===== config.mk =====
export PLATFORM = sky130hd
export DESIGN_NAME = dram_rfsh_sched
export DESIGN_NICKNAME = d
export VERILOG_FILES = /design/src/rtl/rfsh_pkg.sv /design/src/rtl/rfsh_strobe_seq.sv /design/src/rtl/rfsh_interval.sv /design/src/rtl/dram_rfsh_sched.sv
export SDC_FILE = /design/constraint.sdc
export NUM_CORES = 1
export LEC_CHECK = 0
export BUFFER_PORTS_ARGS = -buffer_cell sky130_fd_sc_hd__buf_4
export CAP_MARGIN = 25
export CORE_MARGIN = 5
export CORE_UTILIZATION = 60
export CTS_CLUSTER_SIZE = 24
export DETAILED_ROUTE_END_ITERATION = 8
export GPL_TIMING_DRIVEN = 1
export PLACE_DENSITY = 0.77
export SYNTH_ARGS = -nofsm -noshare
export SYNTH_HDL_FRONTEND = slang
export SYNTH_SLANG_ARGS = --single-unit

===== constraint.sdc =====
create_clock -name clk_i -period 7 [get_ports clk_i]
set_clock_uncertainty 0.15 [all_clocks]
set_input_delay 1.75 -clock clk_i [delete_from_list [all_inputs] [get_ports clk_i]]
set_output_delay 1.75 -clock clk_i [all_outputs]
set_load 0.005 [all_outputs]

===== src/rtl/rfsh_pkg.sv =====
package rfsh_pkg;
  typedef enum logic [1:0] {PH_IDLE, PH_CSR, PH_RAS, PH_PRE} phase_e;

  function automatic int ceil_div(input int num, input int den);
    return (num + den - 1) / den;
  endfunction

  function automatic int imax(input int a, input int b);
    return (a > b) ? a : b;
  endfunction
endpackage


===== src/rtl/rfsh_strobe_seq.sv =====
module rfsh_strobe_seq
  import rfsh_pkg::*;
#(
  parameter int N_CSR = 1,
  parameter int N_RAS = 6,
  parameter int N_PRE = 4
) (
  input  logic clk_i,
  input  logic rst_ni,
  input  logic start_i,
  output logic ready_o,
  output logic active_o,
  output logic done_o,
  output logic ras_n_o,
  output logic cas_n_o
);
  localparam int NMAX = imax(imax(N_CSR, N_RAS), N_PRE);
  localparam int CW   = $clog2(NMAX + 1);

  phase_e        phase_q, phase_d;
  logic [CW-1:0] cnt_q, cnt_d;
  logic          ras_n_q, cas_n_q;

  assign done_o   = (phase_q == PH_PRE) && (cnt_q == '0);
  assign ready_o  = (phase_q == PH_IDLE) || done_o;
  assign active_o = (phase_q != PH_IDLE);

  always_comb begin
    phase_d = phase_q;
    cnt_d   = cnt_q;
    unique case (phase_q)
      PH_IDLE: if (start_i) begin
        phase_d = PH_CSR;
        cnt_d   = CW'(N_CSR - 1);
      end
      PH_CSR: if (cnt_q == '0) begin
        phase_d = PH_RAS;
        cnt_d   = CW'(N_RAS - 1);
      end else cnt_d = cnt_q - 1'b1;
      PH_RAS: if (cnt_q == '0) begin
        phase_d = PH_PRE;
        cnt_d   = CW'(N_PRE - 1);
      end else cnt_d = cnt_q - 1'b1;
      PH_PRE: if (cnt_q == '0) begin
        // chain straight into the next refresh when asked
        phase_d = start_i ? PH_CSR : PH_IDLE;
        cnt_d   = start_i ? CW'(N_CSR - 1) : '0;
      end else cnt_d = cnt_q - 1'b1;
      default: phase_d = PH_IDLE;
    endcase
  end

  always_ff @(posedge clk_i or negedge rst_ni) begin
    if (!rst_ni) begin
      phase_q <= PH_IDLE;
      cnt_q   <= '0;
      ras_n_q <= 1'b1;
      cas_n_q <= 1'b1;
    end else begin
      phase_q <= phase_d;
      cnt_q   <= cnt_d;
      ras_n_q <= (phase_d != PH_RAS);
      cas_n_q <= !((phase_d == PH_CSR) || (phase_d == PH_RAS));
    end
  end

  assign ras_n_o = ras_n_q;
  assign cas_n_o = cas_n_q;
endmodule


===== src/rtl/rfsh_interval.sv =====
module rfsh_interval #(
  parameter int N_INT    = 1562,
  parameter int MAX_PEND = 8
) (
  input  logic clk_i,
  input  logic rst_ni,
  input  logic en_i,
  input  logic take_i,
  output logic has_pend_o,
  output logic overrun_o
);
  localparam int TW = $clog2(N_INT + 1);
  localparam int PW = $clog2(MAX_PEND + 1);

  logic [TW-1:0] tmr_q;
  logic [PW-1:0] pend_q;
  logic          tick;

  assign tick       = en_i && (tmr_q == TW'(N_INT - 1));
  assign overrun_o  = tick && !take_i && (pend_q == PW'(MAX_PEND));
  assign has_pend_o = (pend_q != '0);

  always_ff @(posedge clk_i or negedge rst_ni) begin
    if (!rst_ni) begin
      tmr_q  <= '0;
      pend_q <= '0;
    end else begin
      if (!en_i || tick) tmr_q <= '0;
      else               tmr_q <= tmr_q + 1'b1;

      if (overrun_o)                                         pend_q <= '0;
      else if (tick && !take_i)                              pend_q <= pend_q + 1'b1;
      else if (!tick && take_i && pend_q != '0)              pend_q <= pend_q - 1'b1;
    end
  end
endmodule


===== src/rtl/dram_rfsh_sched.sv =====
module dram_rfsh_sched
  import rfsh_pkg::*;
#(
  parameter int CLK_NS       = 10,
  parameter int PAUSE_NS     = 100_000,
  parameter int RETENTION_NS = 16_000_000,
  parameter int ROWS         = 1024,
  parameter int WAKE_CYCLES  = 8,
  parameter int MAX_PEND     = 8,
  parameter int T_CSR_NS     = 10,
  parameter int T_CHR_NS     = 10,
  parameter int T_RAS_NS     = 60,
  parameter int T_RP_NS      = 40,
  parameter int T_RPC_NS     = 5,
  parameter int T_RC_NS      = 110
) (
  input  logic clk_i,
  input  logic rst_ni,
  input  logic grant_i,
  output logic req_o,
  output logic ras_n_o,
  output logic cas_n_o,
  output logic busy_o,
  output logic init_done_o
);
  localparam int N_PAUSE = imax(ceil_div(PAUSE_NS, CLK_NS), 1);
  localparam int N_CSR   = imax(ceil_div(T_CSR_NS, CLK_NS), 1);
  localparam int N_RAS   = imax(ceil_div(T_RAS_NS, CLK_NS), ceil_div(T_CHR_NS, CLK_NS));
  localparam int N_RP    = imax(imax(ceil_div(T_RP_NS, CLK_NS), ceil_div(T_RPC_NS, CLK_NS)), 1);
  localparam int N_PRE   = imax(N_RP, ceil_div(T_RC_NS, CLK_NS) - N_RAS - N_CSR);
  localparam int N_INT   = (RETENTION_NS / ROWS) / CLK_NS;
  localparam int PCW     = $clog2(N_PAUSE + 1);
  localparam int WCW     = $clog2(WAKE_CYCLES + 1);

  logic           boot_q, wake_gnt_q, init_done_q;
  logic [PCW-1:0] pause_q;
  logic [WCW-1:0] wake_left_q;
  logic           seq_ready, seq_active, seq_done;
  logic           has_pend, overrun;
  logic           wake_go, norm_go;

  assign wake_go = !boot_q && (wake_left_q != '0) && seq_ready && (!wake_gnt_q || grant_i);
  assign norm_go = init_done_q && has_pend && seq_ready && grant_i;

  rfsh_strobe_seq #(
    .N_CSR(N_CSR), .N_RAS(N_RAS), .N_PRE(N_PRE)
  ) u_seq (
    .clk_i   (clk_i),
    .rst_ni  (rst_ni),
    .start_i (wake_go || norm_go),
    .ready_o (seq_ready),
    .active_o(seq_active),
    .done_o  (seq_done),
    .ras_n_o (ras_n_o),
    .cas_n_o (cas_n_o)
  );

  rfsh_interval #(
    .N_INT(N_INT), .MAX_PEND(MAX_PEND)
  ) u_int (
    .clk_i     (clk_i),
    .rst_ni    (rst_ni),
    .en_i      (init_done_q),
    .take_i    (norm_go),
    .has_pend_o(has_pend),
    .overrun_o (overrun)
  );

  always_ff @(posedge clk_i or negedge rst_ni) begin
    if (!rst_ni) begin
      boot_q      <= 1'b1;
      pause_q     <= '0;
      wake_left_q <= WCW'(WAKE_CYCLES);
      wake_gnt_q  <= 1'b0;
      init_done_q <= 1'b0;
    end else begin
      if (boot_q) begin
        pause_q <= pause_q + 1'b1;
        if (pause_q == PCW'(N_PAUSE - 1)) boot_q <= 1'b0;
      end
      if (overrun) begin
        // retention window lost: redo the wake-up burst after one grant
        init_done_q <= 1'b0;
        wake_left_q <= WCW'(WAKE_CYCLES);
        wake_gnt_q  <= 1'b1;
      end else begin
        if (wake_go) begin
          wake_left_q <= wake_left_q - 1'b1;
          wake_gnt_q  <= 1'b0;
        end
        if (seq_done && wake_left_q == '0) init_done_q <= 1'b1;
      end
    end
  end

  assign req_o       = seq_ready && !boot_q &&
                       ((init_done_q && has_pend) || (wake_left_q != '0 && wake_gnt_q));
  assign busy_o      = boot_q || seq_active || (wake_left_q != '0 && !wake_gnt_q);
  assign init_done_o = init_done_q;
endmodule


# After elaboration in Yosys (flattened, before gate mapping)
# Cells that the tools add are included.
dict set report totals {
  register_bits 43
  out_inout_bits 5
}
dict set report classes {
  muxes 23
  eq_ne 10
  add_sub_neg 6
  reduce_logical 40
}
# operator n
set op_table {}
lappend op_table {{2-to-1 mux 4 bit} 5}
lappend op_table {{logical AND 1 bit} 17}
lappend op_table {{adder 14 x 1 -> 14 bit (second input constant)} 1}
lappend op_table {{equality test 14 bit (second input constant)} 1}
lappend op_table {{2-to-1 mux 3 bit} 4}
lappend op_table {{case mux 3 bit (4 select lines)} 1}
lappend op_table {{adder 11 x 1 -> 11 bit (second input constant)} 1}
lappend op_table {{equality test 11 bit (second input constant)} 1}
lappend op_table {{2-to-1 mux 11 bit} 1}
lappend op_table {{logical OR 1 bit} 8}
lappend op_table {{2-to-1 mux 2 bit} 4}
lappend op_table {{case mux 2 bit (4 select lines)} 1}
lappend op_table {{nonzero test 4 bit} 2}
lappend op_table {{subtractor 4 x 1 -> 4 bit (second input constant)} 2}
lappend op_table {{2-to-1 mux 1 bit} 7}
lappend op_table {{equality test 2 bit (second input constant)} 3}
lappend op_table {{zero test 1 bit} 6}
lappend op_table {{nonzero test 2 bit} 3}
lappend op_table {{adder 4 x 1 -> 4 bit (second input constant)} 1}
lappend op_table {{equality test 2 x 1 -> 1 bit (second input constant)} 2}
lappend op_table {{equality test 4 bit (second input constant)} 1}
lappend op_table {{zero test 4 bit} 1}
lappend op_table {{zero test 3 bit} 1}
lappend op_table {{nonzero test 3 bit} 1}
lappend op_table {{other kinds (4)} 4}

# Depth between registers and ports, before layout
# Gate-level depths: netlist of the first run.
dict set report depth {
  ltp_word 12
  depth_mapped 11
  depth_no_buf 11
}

# Modules after synthesis
# A second synthesis of the first run with hierarchy kept.
dict set report unflattened {
  cells_unflattened 225
  area_unflattened_um2 2363.5
}
# mod seq_area_each_um2 area_per_inst_um2 cells_per_inst instances
set by_module_without_submodules {}
lappend by_module_without_submodules {dram_rfsh_sched 528.0 1023.5 88 1}
lappend by_module_without_submodules {rfsh_interval 375.4 977.2 100 1}
lappend by_module_without_submodules {rfsh_strobe_seq 177.7 362.8 37 1}

# Worst setup path before layout of the first run
# OpenSTA, ideal clock, no wires.
dict set report synth_path {
  path_type {input to register}
  start {input grant_i}
  end {register u_int.pend_q[3]}
  path_slack_ns 3.322
  t_required_ns 6.767
  setup_time_ns 0.083
  arrival_ns 3.445
  path_stages 8
  cell_sequence {nand3_1 > o21ai_1 > ha_1 > a21oi_1 > nand2_1 > or4b_1 > and2_1 > o21ai_0}
}
dict set report synth_between {
  elab_chain_cells 5
  elab_cells_between_ends 9
  classes_between {mux: 2; reduce/logical: 7}
}
# item line
set synth_lines {}
lappend synth_lines {{start, declared} dram_rfsh_sched.sv:19} ;# input logic grant_i,
lappend synth_lines {{logical AND 1 bit (*)} dram_rfsh_sched.sv:43} ;# assign norm_go = init_done_q && has_pend && seq_ready && grant_i;
lappend synth_lines {{zero test 1 bit} {rfsh_interval.sv:20, rfsh_interval.sv:32}}
lappend synth_lines {{logical AND 1 bit} {rfsh_interval.sv:20, rfsh_interval.sv:32}}
lappend synth_lines {{2-to-1 mux 4 bit / logical AND 1 bit (equally long branches)} {rfsh_interval.sv:32, rfsh_interval.sv:20}}
lappend synth_lines {{2-to-1 mux 4 bit / nonzero test 3 bit (equally long branches)} -}
lappend synth_lines {{end signal, assigned} rfsh_interval.sv:32} ;# else if (tick && !take_i) pend_q <= pend_q + 1'b1;
lappend synth_lines {{end signal, assigned} rfsh_interval.sv:33} ;# else if (!tick && take_i && pend_q != '0) pend_q <= pend_q - 1'b1;
lappend synth_lines {{end, declared} rfsh_interval.sv:16} ;# logic [PW-1:0] pend_q;
# Every way passes the cells marked *; elsewhere a longest branch is shown, timed or not.
# A chain may end at the register's enable or synchronous reset.

# Final worst setup path of the first run
dict set report layout_path {
  start {register wake_left_q[0]}
  end {output req_o}
}
dict set report layout_between {
  elab_chain_cells 4
}
# item line
set layout_lines {}
lappend layout_lines {{start, declared} dram_rfsh_sched.sv:37} ;# logic [WCW-1:0] wake_left_q;
lappend layout_lines {{start signal, assigned} dram_rfsh_sched.sv:73} ;# wake_left_q <= WCW'(WAKE_CYCLES);
lappend layout_lines {{start signal, assigned} dram_rfsh_sched.sv:84} ;# wake_left_q <= WCW'(WAKE_CYCLES);
lappend layout_lines {{start signal, assigned} dram_rfsh_sched.sv:88} ;# wake_left_q <= wake_left_q - 1'b1;
lappend layout_lines {{nonzero test 4 bit} dram_rfsh_sched.sv:97} ;# ((init_done_q && has_pend) || (wake_left_q != '0 && wake_gnt_q));
lappend layout_lines {{logical AND 1 bit} dram_rfsh_sched.sv:97}
lappend layout_lines {{logical OR 1 bit} dram_rfsh_sched.sv:97}
lappend layout_lines {{logical AND 1 bit} dram_rfsh_sched.sv:96} ;# assign req_o = seq_ready && !boot_q &&
lappend layout_lines {{end, declared} dram_rfsh_sched.sv:20} ;# output logic req_o,
# Every way passes these cells.

==> results of run 1 <==
-- critical path, stage by stage (launching register included) --
cell and delay (ps):
dfrtp_1 380, inv_1 110, ha_1 150, nor3b_1 430, nor2b_1 100, a21oi_1 130
nor3_1 60, buf_4 150
-- per-layer routing --
metal	vias up	GRT usage (%)	wire length, um
li1	768	-	-
met1	699	22.89	1800
met2	14	27.44	1694
met3	4	4.261	104
met4	0	5.010	46
met5	-	0	0
-- cell families after synthesis --
family | Yosys count
AOI/OAI and AO/OA | 26
xor gates and xnor gates | 27
adders and majority gates | 9
buffers and inverters | 16
DFF | 43
muxes | 3
and+or+nand+nor | 94
-- report_power, final --
group / total, W / switching (W) / leakage (nW) / internal, W
Clock: 0.000168 / 0.0000781 / 0.0515 / 0.0000900
Combinational: 0.000223 / 0.000129 / 0.441 / 0.0000942
Sequential: 0.000352 / 0.0000512 / 0.563 / 0.000301
-- worst paths after layout --
kind,startpoint,end,slack (ps)
min in group asynchronous,rst_ni,u_int.tmr_q[0],1280
setup reg to reg,u_int.tmr_q[6],u_int.pend_q[3],3690
setup / recovery,wake_left_q[0],req_o,3290
hold / removal,pause_q[10],pause_q[10],320
max in group asynchronous,rst_ni,u_seq.cas_n_o,5040
hold reg to reg,pause_q[10],pause_q[10],320
-- stage by stage --
stage               total power (W)  setup slack, ps  cell area, um2
finish                    0.0007429             3288            2396
global route              0.0008131             3116            2396
CTS                       0.0007495             3282            2396
detailed placement        0.0005798             2990            2296
global placement          0.0005716             3101            2296
floorplan                 0.0005164             3322            2200
-- cells in the final DEF, fill, tap and decap left out, drive strengths merged, types with 2 or more instances in the layout --
cell and instances:
a21oi 6, nor4 3, a21o 2, o21ai 9, clkbuf 8, a211o 2
or4b 2, nand2 18, nor3 8, mux2 2, nand3 16, nand4 4
dfrtp 39, xnor2 15, and3 3, nor2b 3, dfstp 4, xor2 12
inv 12, nor2 25, and2 2, ha 8, buf 7
-- registers in the layout, summed over array words and instances (netlist names) --
register	count
u_int.tmr_q	11
u_seq.cas_n_o	1
u_int.pend_q	4
wake_gnt_q	1
u_seq.ras_n_o	1
wake_left_q	4
pause_q	14
u_seq.phase_q	2
boot_q	1
init_done_o	1
u_seq.cnt_q	3
-- layout make-up --
cell class,count,area share (%)
Timing Repair Buffer,7,2.193
Tap cell,48,2.507
Clock buffer,8,4.178
Multi-Input combinational cell,159,44.13
Sequential cell,43,45.12
Inverter,12,1.880
==> out/qor.csv, run 1 <==
metric,value,unit
period_share,53.02,%
track_usage,17.00,%
multi_input_area,0.001057,mm2
synthSimpleGateAreaFrac,22.24,%
ys_top_cells_by_count,"dfrtp_1, nor2_1, nand2_1",
synthArstFlopShare,100.0,%
die_h,70.55,um
setup_viol,0,
clk_pin_slew,80,ps
cts_tree,built,
antenna_found_initial,0,
hold_path_class,flip-flop to flip-flop,
ios,8,
ir_drop,0.0001427,V
synth_cell_types,45,
grt_max_degree,44,
drcViolationCount,0,
synthCells,218,
syn_to_final_growth,8.931,%
wl_per_cell,13.16,um
drt-initial-drc-count,113,
max_freq,269.4,MHz
grt_pass1_vias,1525,
p_leak,1.055,nW
dr.pass1.iters,4,
synth.area.mux_share,1.650,%
clock_latency,290,ps
synth.avg_cell_area,10.09,um2
ff2ff_path_depth,9,
synth_top_area_share,44.37,%
grt_pass1_wl,6.789,mm
cp-end-kind,primary output,
synthesis.area,0.002200,mm2
synth_compound_area_share,7.964,%
num_antenna_cells,0,
io_buffers,7,
synth_nets,230,
yosys.area.top_type,dfrtp_1,
core,0.003606,mm2
path_max_fanout,4,
clk_path_buf_depth,2,
wirelength,3.646,mm
yosysMostFrequentCell,dfrtp_1,
fp.dieArea,0.004977,mm2
synth_xor_area_share,10.75,%
yosysSeqAreaShare,49.15,%
final.setup.tns,0,ps
num_rows,22,
via_count,1485,
synth.area.top_cells,"dfrtp_1, xnor2_1, dfstp_2",
cts_setup_buffers,0,
cts_htree_levels,2,
filler_cell_count,282,
synth_edf_count,0,
worst_setup_path_start_kind,flip-flop,
routed_via_density,5.361,
timing.hold.ws,321.4,ps
synth-seq-cells,43,
fin_util,66.45,%
root_buffer,clkbuf_8,
dieWidth,70.55,um
finalCriticalPeriod,3712,ps
drive_above_1_share,10.92,%
synthAdderAreaFrac,5.461,%
detail-route-antenna-nets,0,
post-place-cells,269,
criticalPathCategory,flip-flop to primary output,
worst_pin_slew,615.8,ps
cap_violations,0,
cts-buffers-inserted,5,
fin_cells,277,
hold_path_depth,1,
gr-total-overflow,0,
cts_resized,0,
ys.flop_type,dfrtp_1,
slew_viol_final,0,
routabilityCongestion,0.8096,
critPathArrivalTime,1810,ps
seqCellArea,0.001081,mm2
nNetsFinal,240,
hold_buffers,0,
cts.sinks,43,
max-slew-margin-rel,58.63,%
ys_warn_count,0,
finalHoldViolCount,0,
start_util,61.00,%
crit_required,5100,ps
power_density,310.1,mW/mm2
synth_top_family_by_area,simple AND/OR/NAND/NOR gates,
place_hpwl,2.571,mm
status,finished clean,
rsz0062_at_grt,false,
No activity file was read; power rests on OpenSTA's default activity.
==> run 2, diff against run 1 <==
--- a/config.mk
+++ b/config.mk
@@ -5,14 +5,15 @@
 export SDC_FILE = /design/constraint.sdc
 export NUM_CORES = 1
 export LEC_CHECK = 0
+export ABC_AREA = 1
 export BUFFER_PORTS_ARGS = -buffer_cell sky130_fd_sc_hd__buf_4
 export CAP_MARGIN = 25
 export CORE_MARGIN = 5
-export CORE_UTILIZATION = 60
+export CORE_UTILIZATION = 55
 export CTS_CLUSTER_SIZE = 24
 export DETAILED_ROUTE_END_ITERATION = 8
 export GPL_TIMING_DRIVEN = 1
-export PLACE_DENSITY = 0.77
+export PLACE_DENSITY = 0.74
 export SYNTH_ARGS = -nofsm -noshare
 export SYNTH_HDL_FRONTEND = slang
 export SYNTH_SLANG_ARGS = --single-unit
==> constraint.sdc (replaced) <==
create_clock -name clk_i -period 3 [get_ports clk_i]
set_clock_uncertainty 0.15 [all_clocks]
set_input_delay 0.75 -clock clk_i [delete_from_list [all_inputs] [get_ports clk_i]]
set_output_delay 0.75 -clock clk_i [all_outputs]
set_load 0.005 [all_outputs]
==> out/qor.csv, run 2 <==
metric,value,unit,change
largest_register_ffs,14,,unchanged
wirelength,3.883,mm,+6.5%
num_antenna_cells,0,,unchanged
syn_to_final_growth,9.854,%,
yosysMostFrequentCell,nand2_1,,
routabilityCongestion,0.8091,,about the same
place_hpwl,2.903,mm,+13%
clock_latency,290,ps,about the same
critPathArrivalTime,1430,ps,-380 ps
cp-end-kind,primary output,,
synthArstFlopShare,100.0,%,unchanged
fin_util,63.01,%,-3.4 points
io_buffers,7,,unchanged
finalCriticalPeriod,2335,ps,
grt_pass1_wl,7.176,mm,+5.7%
post-place-cells,320,,+19%
clk_path_buf_depth,2,,unchanged
ys.flop_type,dfrtp_1,,
cts_setup_buffers,0,,unchanged
core,0.004029,mm2,+12%
detail-route-antenna-nets,0,,unchanged
p_leak,1.259,nW,+19%
yosysSeqAreaShare,46.78,%,-2.4 points
clk_pin_slew,80,ps,about the same
ios,8,,unchanged
cts.sinks,43,,unchanged
drt-initial-drc-count,111,,-1.8%
path_max_fanout,6,,+2
drcViolationCount,0,,unchanged
synth_top_area_share,42.23,%,-2.1 points
crit_required,2100,ps,-3000 ps
rsz0062_at_grt,false,,
fp.dieArea,0.005598,mm2,+12%
track_usage,16.57,%,-0.43 points
ys_warn_count,0,,unchanged
synth_edf_count,0,,unchanged
final.setup.tns,0,ps,unchanged
filler_cell_count,356,,+26%
via_count,1670,,+12%
fin_cells,328,,+18%
top_regs,"pause_q x14, u_int.tmr_q x11",,
nNetsFinal,289,,+20%
cts_htree_levels,2,,unchanged
gr-total-overflow,0,,unchanged
synth-seq-cells,43,,unchanged
worst_setup_path_start_kind,flip-flop,,
synth.avg_cell_area,8.754,um2,-13%
final_cell_mix,"nand2_1, inv_1, dfrtp_1, nor2_1, nand3_1",,
wl_per_cell,11.84,um,-10%
routed_via_density,5.091,,-5.0%
worst_pin_slew,528.9,ps,-86.84 ps
period_share,77.82,%,
synthCells,264,,+21%
start_util,57.36,%,-3.6 points
mostFrequentLayoutCell,nand2_1,,
ir_drop,0.0005145,V,+260%
ys_top_cells_by_count,"nand2_1, inv_1, dfrtp_1",,
cts_tree,built,,
num_rows,23,,+4.5%
hold_path_class,primary input to asynchronous set/reset pin,,
criticalPathCategory,flip-flop to primary output,,
dr.pass1.iters,4,,unchanged
die_h,74.82,um,+6.1%
cts_resized,0,,unchanged
synth.area.top_cells,"dfrtp_1, nand2_1, inv_1",,
status,finished clean,,
power_density,729.7,mW/mm2,+140%
antenna_found_initial,0,,unchanged
cts-buffers-inserted,5,,unchanged
cap_violations,0,,unchanged
synth_cell_types,35,,-22%
yosys.area.top_type,dfrtp_1,,
max_freq,428.3,MHz,
grt_max_degree,44,,unchanged
synth_nets,276,,+20%
root_buffer,clkbuf_8,,
max-slew-margin-rel,64.74,%,+6.1 points
dieWidth,74.82,um,+6.1%
drive_above_1_share,14.39,%,+3.5 points
slew_viol_final,0,,unchanged
synthesis.area,0.002311,mm2,+5.1%
grt_pass1_vias,1682,,+10%
hold_buffers,0,,unchanged
regMostFlops,pause_q,,
setup_viol,0,,unchanged
finalHoldViolCount,0,,unchanged
run 2: changes by cell type in the layout (fill, tap and decap cells not counted), sizes merged, moves of 3 or more:
cell   before  now
nand2      18   56
nand3      16   19
nor2b       3    0
xnor2      15    7
inv        12   43
and3        3    0
xor2       12    8
nand4       4    9
a21oi       6   10
nor3b       1    4
run 2: critical path: stages, from the launching register on:
cell and delay (ps):
dfrtp_1 430, nor2_4 170, nand3_2 130, nand2_4 120, nand2_1 60, a21oi_1 120, buf_4 120
run 2: cells by family after synthesis:
kind of cell             count (synthesis)  share of synthesized area [%]
XOR/XNOR                                15                          5.685
AO/OA/AOI/OAI                           23                          5.306
buffers and inverters                   44                          7.201
adder cells (fa/ha/maj)                  9                          5.198
AND/OR/NAND/NOR                        130                          29.83
flip-flops                              43                          46.78
run 2: metrics by stage:
step / area (um2) / worst slack (ps) / hold WS, ps / total power (W)
2_1_floorplan: 2311 / 838.6 / 296.2 / 0.001246
3_5_place_dp: 2421 / 649.9 / 327.4 / 0.001408
4_1_cts: 2539 / 650.4 / 309.4 / 0.001871
3_3_place_gp: 2421 / 692.2 / 313.4 / 0.001388
5_1_grt: 2539 / 529.3 / 339.5 / 0.002022
6_report: 2539 / 665.4 / 279.2 / 0.001852
run 2: layout make-up:
class | count | area, um2 | area share [%]
multi-input cells | 177 | 1064 | 41.89
well taps | 50 | 62.56 | 2.464
clock buffers | 6 | 82.58 | 3.253
flip-flops and latches | 43 | 1081 | 42.58
repair buffers | 7 | 52.55 | 2.070
clock inverters | 2 | 35.03 | 1.380
inverters | 43 | 161.4 | 6.358
run 2: per-layer routing:
| layer | global-route usage, % | wire [um] | up-vias | share of wire, % |
|---|---|---|---|---|
| li1 | - | - | 870 | - |
| met1 | 22.02 | 1863 | 783 | 48 |
| met2 | 26.89 | 1904 | 15 | 49 |
| met3 | 3.738 | 85 | 2 | 2.2 |
| met4 | 5.534 | 29 | 0 | 0.75 |
| met5 | 0 | 0 | - | 0 |
run 2: final timing paths:
check                          startpoint         endpoint  slack [ps]  cells past startpoint
hold reg to reg               pause_q[10]      pause_q[10]         350                      1
hold / removal                     rst_ni  u_int.pend_q[0]         280                      1
setup / recovery           u_seq.cnt_q[1]            req_o         670                      6
setup reg to reg           u_int.tmr_q[1]  u_int.pend_q[3]         760                     14
min in group clk_i            pause_q[10]      pause_q[10]         350                      1
max in group asynchronous          rst_ni    u_seq.cas_n_o        2040                      1
run 2: power breakdown:
part	total, W	leakage [nW]	switching [W]	internal (W)
Sequential	0.000791	0.563	0.0000933	0.000698
Clock	0.000457	0.0612	0.000187	0.000269
Combinational	0.000605	0.635	0.000371	0.000234
Total	0.00185	1.26	0.000652	0.00120
